===== src/rtl/pwrseq_pkg.sv =====
package pwrseq_pkg;

    localparam int NRAIL     = 3;
    localparam int RAIL_BST  = 0;
    localparam int RAIL_NEG  = 1;
    localparam int RAIL_GATE = 2;

    typedef enum logic [2:0] {
        ST_OFF   = 3'd0,
        ST_CHECK = 3'd1,
        ST_BOOST = 3'd2,
        ST_NEG   = 3'd3,
        ST_DELAY = 3'd4,
        ST_GATE  = 3'd5,
        ST_RUN   = 3'd6,
        ST_FAULT = 3'd7
    } seq_state_t;

endpackage


===== src/rtl/pwrseq_peak_counter.sv =====
module pwrseq_peak_counter #(
    parameter int CNT_W = 3
) (
    input  logic             clk,
    input  logic             rst_n,
    input  logic             clear,
    input  logic             count_en,
    input  logic             peak,
    output logic [CNT_W-1:0] count
);

    localparam logic [CNT_W-1:0] CNT_MAX = '1;

    always_ff @(posedge clk or negedge rst_n) begin
        if (!rst_n) begin
            count <= '0;
        end else if (clear) begin
            count <= '0;
        end else if (count_en && peak && count != CNT_MAX) begin
            count <= count + 1'b1;
        end
    end

endmodule


===== src/rtl/pwrseq_fault_mon.sv =====
module pwrseq_fault_mon #(
    parameter int NR = 3
) (
    input  logic          early_chk,
    input  logic          otp_chk,
    input  logic          live_chk,
    input  logic          cap_fault,
    input  logic          ref_fault,
    input  logic          otp,
    input  logic [NR-1:0] rail_en,
    input  logic [NR-1:0] rail_fault,
    output logic          fault_now
);

    logic [NR-1:0] rail_hit;

    for (genvar g = 0; g < NR; g++) begin : g_rail
        assign rail_hit[g] = rail_en[g] & rail_fault[g];
    end

    assign fault_now = (early_chk & cap_fault)
                     | ((early_chk | live_chk) & ref_fault)
                     | (otp_chk & otp)
                     | (|rail_hit);

endmodule


===== src/rtl/pwrseq_ramp_sequencer.sv =====
module pwrseq_ramp_sequencer
    import pwrseq_pkg::*;
#(
    parameter int CNT_W = 3
) (
    input  logic             clk,
    input  logic             rst_n,
    input  logic             en_i,
    input  logic             vin_ok_i,
    input  logic             peak_i,
    input  logic             valley_i,
    input  logic             ss_done_i,
    input  logic             cap_fault_i,
    input  logic             ref_fault_i,
    input  logic             otp_i,
    input  logic [NRAIL-1:0] rail_fault_i,
    input  logic [NRAIL-1:0] rail_pgood_i,
    output logic             boost_en_o,
    output logic             boost_ss_o,
    output logic             neg_en_o,
    output logic             pos_en_o,
    output logic             dly_n_o,
    output logic             ramp_run_o,
    output logic             fault_o
);

    // peak-count positions at which each stage ends
    localparam logic [CNT_W-1:0] PK_SS    = CNT_W'(2);
    localparam logic [CNT_W-1:0] PK_NEG   = CNT_W'(3);
    localparam logic [CNT_W-1:0] PK_DLY   = CNT_W'(4);
    localparam logic [CNT_W-1:0] PK_GATE  = CNT_W'(5);
    localparam logic [CNT_W-1:0] PK_FINAL = CNT_W'(5);

    seq_state_t       state, nxt;
    logic [CNT_W-1:0] pk_cnt;
    logic             fault_now;
    logic             ramping;
    logic             otp_chk;
    logic             live_chk;
    logic [NRAIL-1:0] rail_on;

    assign ramping  = state inside {ST_CHECK, ST_BOOST, ST_NEG, ST_DELAY, ST_GATE};
    assign live_chk = state inside {ST_BOOST, ST_NEG, ST_DELAY, ST_GATE, ST_RUN};
    assign otp_chk  = live_chk || (state == ST_CHECK && pk_cnt != '0);

    always_comb begin
        rail_on            = '0;
        rail_on[RAIL_BST]  = boost_en_o;
        rail_on[RAIL_NEG]  = neg_en_o;
        rail_on[RAIL_GATE] = pos_en_o;
    end

    pwrseq_peak_counter #(.CNT_W(CNT_W)) u_cnt (
        .clk      (clk),
        .rst_n    (rst_n),
        .clear    (state == ST_OFF),
        .count_en (ramping),
        .peak     (peak_i),
        .count    (pk_cnt)
    );

    pwrseq_fault_mon #(.NR(NRAIL)) u_mon (
        .early_chk  (state == ST_CHECK),
        .otp_chk    (otp_chk),
        .live_chk   (live_chk),
        .cap_fault  (cap_fault_i),
        .ref_fault  (ref_fault_i),
        .otp        (otp_i),
        .rail_en    (rail_on),
        .rail_fault (rail_fault_i),
        .fault_now  (fault_now)
    );

    // next-state decode
    always_comb begin
        nxt = state;
        if (!en_i || !vin_ok_i) begin
            nxt = ST_OFF;
        end else begin
            unique case (state)
                ST_OFF:   nxt = ST_CHECK;
                ST_CHECK: if (fault_now) nxt = ST_FAULT;
                          else if (valley_i && pk_cnt == PK_SS) nxt = ST_BOOST;
                ST_BOOST: if (fault_now) nxt = ST_FAULT;
                          else if (peak_i && pk_cnt == PK_NEG) nxt = ST_NEG;
                ST_NEG:   if (fault_now) nxt = ST_FAULT;
                          else if (peak_i && pk_cnt == PK_DLY) nxt = ST_DELAY;
                ST_DELAY: if (fault_now) nxt = ST_FAULT;
                          else if (valley_i && pk_cnt == PK_GATE) nxt = ST_GATE;
                ST_GATE:  if (fault_now) nxt = ST_FAULT;
                          else if (peak_i && pk_cnt == PK_FINAL)
                              nxt = ((&rail_pgood_i) && ss_done_i) ? ST_RUN : ST_FAULT;
                ST_RUN:   if (fault_now) nxt = ST_FAULT;
                ST_FAULT: nxt = ST_FAULT;
                default:  nxt = ST_OFF;
            endcase
        end
    end

    // state register
    always_ff @(posedge clk or negedge rst_n) begin
        if (!rst_n) state <= ST_OFF;
        else        state <= nxt;
    end

    // registered outputs, decoded from the next state
    always_ff @(posedge clk or negedge rst_n) begin
        if (!rst_n) begin
            boost_en_o <= 1'b0;
            boost_ss_o <= 1'b0;
            neg_en_o   <= 1'b0;
            pos_en_o   <= 1'b0;
            dly_n_o    <= 1'b1;
            ramp_run_o <= 1'b0;
            fault_o    <= 1'b0;
        end else begin
            boost_en_o <= nxt inside {ST_BOOST, ST_NEG, ST_DELAY, ST_GATE, ST_RUN};
            boost_ss_o <= (nxt == ST_BOOST) && (state != ST_BOOST);
            neg_en_o   <= nxt inside {ST_NEG, ST_DELAY, ST_GATE, ST_RUN};
            pos_en_o   <= nxt inside {ST_GATE, ST_RUN};
            dly_n_o    <= !(nxt inside {ST_DELAY, ST_GATE, ST_RUN});
            ramp_run_o <= nxt inside {ST_CHECK, ST_BOOST, ST_NEG, ST_DELAY, ST_GATE};
            fault_o    <= nxt == ST_FAULT;
        end
    end

endmodule


===== config.mk =====
export PLATFORM = sky130hd
export DESIGN_NAME = pwrseq_ramp_sequencer
export DESIGN_NICKNAME = d
export VERILOG_FILES = /design/src/rtl/pwrseq_pkg.sv /design/src/rtl/pwrseq_peak_counter.sv /design/src/rtl/pwrseq_fault_mon.sv /design/src/rtl/pwrseq_ramp_sequencer.sv
export SDC_FILE = /design/constraint.sdc
export NUM_CORES = 1
export LEC_CHECK = 0
export ABC_AREA = 1
export BUFFER_PORTS_ARGS = -buffer_cell sky130_fd_sc_hd__buf_2
export CAP_MARGIN = 0
export CORE_MARGIN = 2
export CORE_UTILIZATION = 45
export CTS_CLUSTER_SIZE = 8
export DETAILED_ROUTE_END_ITERATION = 16
export PLACE_DENSITY_LB_ADDON = 0.12
export SLEW_MARGIN = 20
export SYNTH_ARGS = -nofsm -noshare
export SYNTH_HDL_FRONTEND = slang
export SYNTH_SLANG_ARGS = --single-unit

===== constraint.sdc =====
create_clock -name clk -period 4.45 [get_ports clk]
set_clock_uncertainty 0.2 [all_clocks]
set_input_delay 0.6675 -clock clk [delete_from_list [all_inputs] [get_ports clk]]
set_output_delay 0.6675 -clock clk [all_outputs]
set_load 0.02 [all_outputs]

==> results.md, run 1 <==
- Die width: 52.39 um
- 1st-iter DRT viols: 23
- Req. time, crit path: 4.41 ns
- TritonCTS clock tree: built
- Chip height: 52.39 um
- Met1 Track Usage GR: 0.2662
- Tmin final: 2.280 ns
- Area Overhead vs Synth: 16.27%
- Worst-skew pair later-pin latency: 0.27 ns
- Placed wire-length estimate: 1902 um
- Total Wirelength: 2318 um
- Core footprint: 2212 um2
- CTS buffer count: 3
- PortBufs: 22
- Yosys warnings: 0
- Relative slew slack: 0.7325
- Fin. Hold Viols: 0
- Nets@finish: 203
- Syn_area_per_cell: 7.023 um2
- Post-DR vias/cell: 4.897
- Clock Pin Slew Worst Setup and Hold Paths: 0.07 ns
- Clock sink count: 13
- Sum Neg Setup Slack: 0 ns
- Peak supply drop: 0.1556 mV
- Pre-CTS setup slack: 2.133 ns
- Post-synth top cells: 39 x nand2_1, 21 x nor2_1, 20 x inv_1
- CTS H-tree lvls: 1
- Ranking of synthesized cells by area: dfrtp_1 29%, nand2_1 14%, ha_1 12%
- Final instance area: 1225 um2
- Synthesized cell area: 1054 um2
- Crit path max fanout: 10
- Crit path capture type: flop
- Synth top area share: 0.2850
- Sequential share of the synthesized area: 0.3100
- Peak Freq: 438.5 MHz
- Crit Path Category: flop to flop
- Global-route wire length before repair: 4071 um
- Worst slew pin tran: 0.3998 ns
- Leading area contributor after synthesis: dfrtp_1
- Syn Inst Count: 150
- Gr ovfl total: 0
- HP Class: primary input to asynchronous set/reset pin
- Status: completed
- P_leak: 0.7479 nW
- Count leader, synth: nand2_1
- CTS Hold Bufs: 0
- Flops & latches, synth: 13
- Met2 Use GR: 0.3354
- Top Usage Layer GRT: met2
- Root Driver: clkbuf_4
- DRT Pass-1 Iters: 4
- WL/cell: 11.36 um
- Final core utilization: 0.5537
- Layout cells sized above 1: 0.2443
- Max-slew violations: 0
- # IOs: 23
- Largest family of logic cells by synthesized area: simple AND/OR/NAND/NOR gates
- Power per Cell Area: 189.1 nW/um2
- DR DRC count: 0
- Synth cell types: 25
- Adder-Cell Fraction of Synth Area: 0.1188
- Grt met3 use: 0.02571
- Post-synth EDFFs: 0
- Final period utilization: 0.5125
- Post-synthesis mux area share: 0
- # setup viols final: 0
- N_diodes: 0
- Initial core utilization: 0.4762
- Placer Congestion: 0.8514
- Largest net degree at the start of global routing: 14
- Synth Flop Type: dfrtp_1
- CTS resizes: 0
- Placed inst area: 1199 um2
- FP Rows: 17
- Post-CTS setup buffer count: 0
- Post-Synth Simple-Gate Area: 0.4086
- Startpoint class of the critical path: flop
- Clk buf depth: 2
- Max-Cap Viols: 0
- RSZ-0062 raised after global routing: false
- Post-Synth XOR/XNOR Area: 0
- GRT Total Usage: 0.2004
- Setup WS post-layout: 2.170 ns
- Vias in the first global route: 951
- Asr flop ratio synth: 1.000
- Compound-cell area share of the yosys netlist: 0.08432
- Routed vias: 999
- Net Count, Synth: 176
- Post-route ant nets: 0
- Hold Slack: 0.06450 ns
- Initial antenna violation count: 0
- CP arrival: 2.24 ns
- Die area: 2744 um2
final timing paths:
kind | start | to | slack [ns] | depth (start not counted)
min reg2reg | u_cnt.count[0] | u_cnt.count[0] | 0.41 | 2
max | state[1] | ramp_run_o | 2.17 | 11
min | rst_n | neg_en_o | 0.06 | 1
max reg2reg | state[1] | ramp_run_o | 2.17 | 11
max in group asynchronous | rst_n | dly_n_o | 3.71 | 1
min in group clk | u_cnt.count[0] | u_cnt.count[0] | 0.41 | 2
area by class of cell:
class | count | area (um2)
fill | 221 | 987.2
multi-input combinational | 115 | 644.4
sequential | 13 | 326.6
timing repair buffer | 22 | 110.1
inverter | 22 | 82.58
tap | 28 | 35.03
clock buffer | 4 | 26.28
metal layers:
metal  up-vias  wire (um)
met5         -          0
met4         0         21
met3         4         72
met2        17       1080
met1       448       1143
li1        530          -
sequential cells by signal, summed over array words and instances, names as in the netlist:
name         count
dly_n_o          1
pos_en_o         1
state            3
boost_en_o       1
ramp_run_o       1
fault_o          1
u_cnt.count      3
neg_en_o         1
boost_ss_o       1
cell usage in the layout, fill, tap and decap left out, drive strengths merged:
cell type	synthesis	routed
inv	22	22
a21oi	6	6
a21boi	1	1
nand3	9	9
clkbuf	0	4
nand3b	1	1
dfrtp	12	12
dfstp	1	1
or2	1	1
nand2	44	44
o21ai	8	8
and3	1	1
nand4	5	5
buf	0	22
nor2	24	24
nor3	4	4
and2	1	1
ha	10	10
critical path, cell delays in order (launching register included):
cell and delay (ns):
dfrtp_1 0.56, inv_2 0.15, ha_1 0.32, nand2_2 0.07
nand2_4 0.09, nand3_4 0.11, o21ai_1 0.15, nand2_1 0.09
nor2_2 0.19, nor2_1 0.08, nor2_1 0.09, o21ai_1 0.06
power by group:
group	leakage, nW	internal (mW)	total [mW]	switching, mW
logic	0.557	0.0145	0.0379	0.0233
clock network	0.0150	0.0347	0.0709	0.0361
registers	0.175	0.120	0.123	0.00257
through the flow:
| step | std cells | power [mW] |
|---|---|---|
| 4_1_cts | 204 | 0.2347 |
| 2_1_floorplan | 150 | 0.1480 |
| 3_5_place_dp | 200 | 0.1631 |
| 3_3_place_gp | 200 | 0.1620 |
| 6_report | 204 | 0.2316 |
| 5_1_grt | 204 | 0.2445 |
logic make-up after synthesis:
family | count (synthesis)
and+or+nand+nor | 90
buffers and inverters | 22
AOI/OAI and AO/OA | 15
DFF | 13
adders and majority gates | 10
Note: power is estimated with default switching activity, not from simulation.
==> run 2: changes to the inputs <==
==> constraint.sdc (replaced) <==
create_clock -name clk -period 2 [get_ports clk]
set_clock_uncertainty 0.2 [all_clocks]
set_input_delay 0.3 -clock clk [delete_from_list [all_inputs] [get_ports clk]]
set_output_delay 0.3 -clock clk [all_outputs]
set_load 0.02 [all_outputs]
==> results.md, run 2 (synthesis results as in run 1) <==
- Status: finished with violations
- Failing checks: setup timing
- Clock sink count: 13 (unchanged)
- Startpoint class of the critical path: flop
- Placed Instances: 215 (+7.5%)
- Die width: 52.39 um (unchanged)
- P_leak: 0.8417 nW (+13%)
- Net switching share of the total power: 0.2804 (+0.01269)
- PortBufs: 22 (unchanged)
- Routed vias: 1102 (+10%)
- Vias in the first global route: 1094 (+15%)
- CTS buffer count: 3 (unchanged)
- GRT Total Usage: 0.2223 (+0.02193)
- Core footprint: 2212 um2 (unchanged)
- WL/cell: 12.04 um (+6.0%)
- DR DRC count: 0 (unchanged)
- DRT Pass-1 Iters: 4 (unchanged)
- Final core utilization: 0.6550 (+0.1012)
- Sequential share of power: 0.502 (-0.029)
- Cell family with most CP delay: simple AND/OR/NAND/NOR gates
- Setup WS post-layout: -0.08974 ns (-2.259 ns)
- Max-slew violations: 0 (unchanged)
- Area Overhead vs Synth: 37.53%
- Fin. Hold Viols: 0 (unchanged)
- Initial core utilization: 0.4762 (unchanged)
- Final period utilization: 1.045 (+0.5324)
- Crit Path Category: flop to flop
- Post-DR vias/cell: 4.942 (+0.91%)
- Worst slew pin tran: 0.3555 ns (-0.04428 ns)
- Peak supply drop: 0.4430 mV (+180%)
- Number of buffers and inverters on the critical path: 2 (+1)
- Sw Pwr: 0.1528 mW (+150%)
- 1st-iter DRT viols: 39 (+70%)
- N_diodes: 0 (unchanged)
- Max incr delay on CP: 0.42 ns (-0.14 ns)
- Peak Freq: 478.5 MHz (+9.1%)
- Power share of the clock group: 0.298 (-0.008)
- Combinational group share of total power: 0.200 (+0.037)
- Initial antenna violation count: 0 (unchanged)
- Layout cells sized above 1: 0.4154 (+0.1711)
- # IOs: 23 (unchanged)
- Layout Cells excl Fill: 223 (+9.3%)
- Crit path max fanout: 3 (-7)
- Largest registers: state x3, u_cnt.count x3
- Nets@finish: 222 (+9.4%)
- Crit-path cells: buf_6, ha_4, ha_1, nand2_1, nor2_1, nor2_1, nand2_1, nor2_2, nand3_2, inv_2, nand2_2, nand2_2, nor2_1, nor2_2, nand2_1
- # setup viols final: 3 (+3)
- Most frequent cells in the layout: 34 x nand2_1, 22 x buf_2, 18 x nor2_1
- Critical Path Stages: 15 (+4)
- Pre-CTS setup slack: -0.04057 ns (-2.173 ns)
- Global-route wire length before repair: 4519 um (+11%)
- Clk buf depth: 2 (unchanged)
- Req. time, crit path: 1.97 ns (-2.44 ns)
- FP Rows: 17 (unchanged)
- Total Wirelength: 2685 um (+16%)
- Slowest cell on crit path: dfrtp_1
- Placed wire-length estimate: 2067 um (+8.7%)
- Max-Cap Viols: 0 (unchanged)
- Worst r2r path cells: 15 (+4)
- Gr ovfl total: 0 (unchanged)
- Worst-skew pair later-pin latency: 0.27 ns (about the same)
- Crit path capture type: flop
- Post-route ant nets: 0 (unchanged)
- HP Class: primary input to flop
- Placer Congestion: 0.9083 (+6.7%)
- Tmin final: 2.090 ns (-0.1907 ns)
- Die area: 2744 um2 (unchanged)
- Root Driver: clkbuf_4
- Worst hold path cell count: 3
- Relative slew slack: 0.7612 (+0.02868)
- Commonest non-fill, non-tap cell in the layout: nand2_1
- CP arrival: 2.06 ns (-0.18 ns)
- CTS H-tree lvls: 1 (unchanged)
- Largest net degree at the start of global routing: 14 (unchanged)
- Clock Pin Slew Worst Setup and Hold Paths: 0.08 ns (about the same)
- RSZ-0062 raised after global routing: true
- Power per Cell Area: 376.0 nW/um2 (+99%)
- TritonCTS clock tree: built
- Chip height: 52.39 um (unchanged)
- Internal power: 0.3920 mW (+130%)
[run 2: cell types whose count changed in the layout (fill, tap and decap cells not counted), sizes merged]
| cell | change |
|---|---|
| buf | +18 |
| dlygate4sd3 | +1 |
[run 2: final timing paths]
check | from | to | slack, ns
worst min-delay path | vin_ok_i | state[0] | 0.09
worst min register to register | u_cnt.count[2] | u_cnt.count[2] | 0.53
max in group asynchronous | rst_n | dly_n_o | 1.08
min in group asynchronous | rst_n | pos_en_o | 0.25
worst max register to register | u_cnt.count[1] | neg_en_o | -0.09
worst max-delay path | u_cnt.count[1] | neg_en_o | -0.09
[run 2: repair_timing]
| action | in CTS | in global routing |
|---|---|---|
| hold buffers | 1 | 0 |
| hold endpoints to repair | 13 | 0 |
| endpoints found under the setup margin | 3 | 9 |
| pin swaps | 3 | 7 |
| gates resized for setup | 10 | 14 |
| setup buffers | 2 | 1 |
[run 2: worst min-delay path, delay by kind of cell]
family	cells	cell delay (ns)
buffers and inverters	1	0.09
and+or+nand+nor	2	0.13
[run 2: metrics by stage]
stage | hold slack [ns] | TNS [ns] | power (mW) | area (um2)
CTS | 0.08253 | -0.009863 | 0.5399 | 1389
detailed placement | 0.001463 | -0.08612 | 0.3712 | 1313
global route | 0.09185 | -0.9490 | 0.5761 | 1449
floorplan | -0.1956 | 0 | 0.3292 | 1055
finish | 0.08863 | -0.2162 | 0.5448 | 1449
global placement | -0.009447 | -0.03905 | 0.3697 | 1313
[run 2: metal layers]
layer	global-route usage	up-vias	share of wire
li1	-	566	-
met1	0.2852	500	0.44
met2	0.3771	30	0.50
met3	0.03429	6	0.041
met4	0.07692	0	0.015
met5	0	-	0
[run 2: layout make-up]
cell class                 instances  area [um2]
timing repair buffer              41       259.0
multi-input combinational        115       716.9
clock buffer                       4       26.28
fill                             204       763.2
tap                               28       35.03
sequential                        13       329.1
inverter                          22       82.58
[run 2: power by group through the flow]
| stage | registers (mW) | clock network (mW) | logic, mW |
|---|---|---|---|
| after floorplan | 0.279 | 0 | 0.0499 |
| after global placement | 0.278 | 0 | 0.0920 |
| after detailed placement | 0.278 | 0 | 0.0934 |
| after CTS | 0.273 | 0.167 | 0.100 |
| after global routing | 0.275 | 0.179 | 0.122 |
| final | 0.274 | 0.162 | 0.109 |
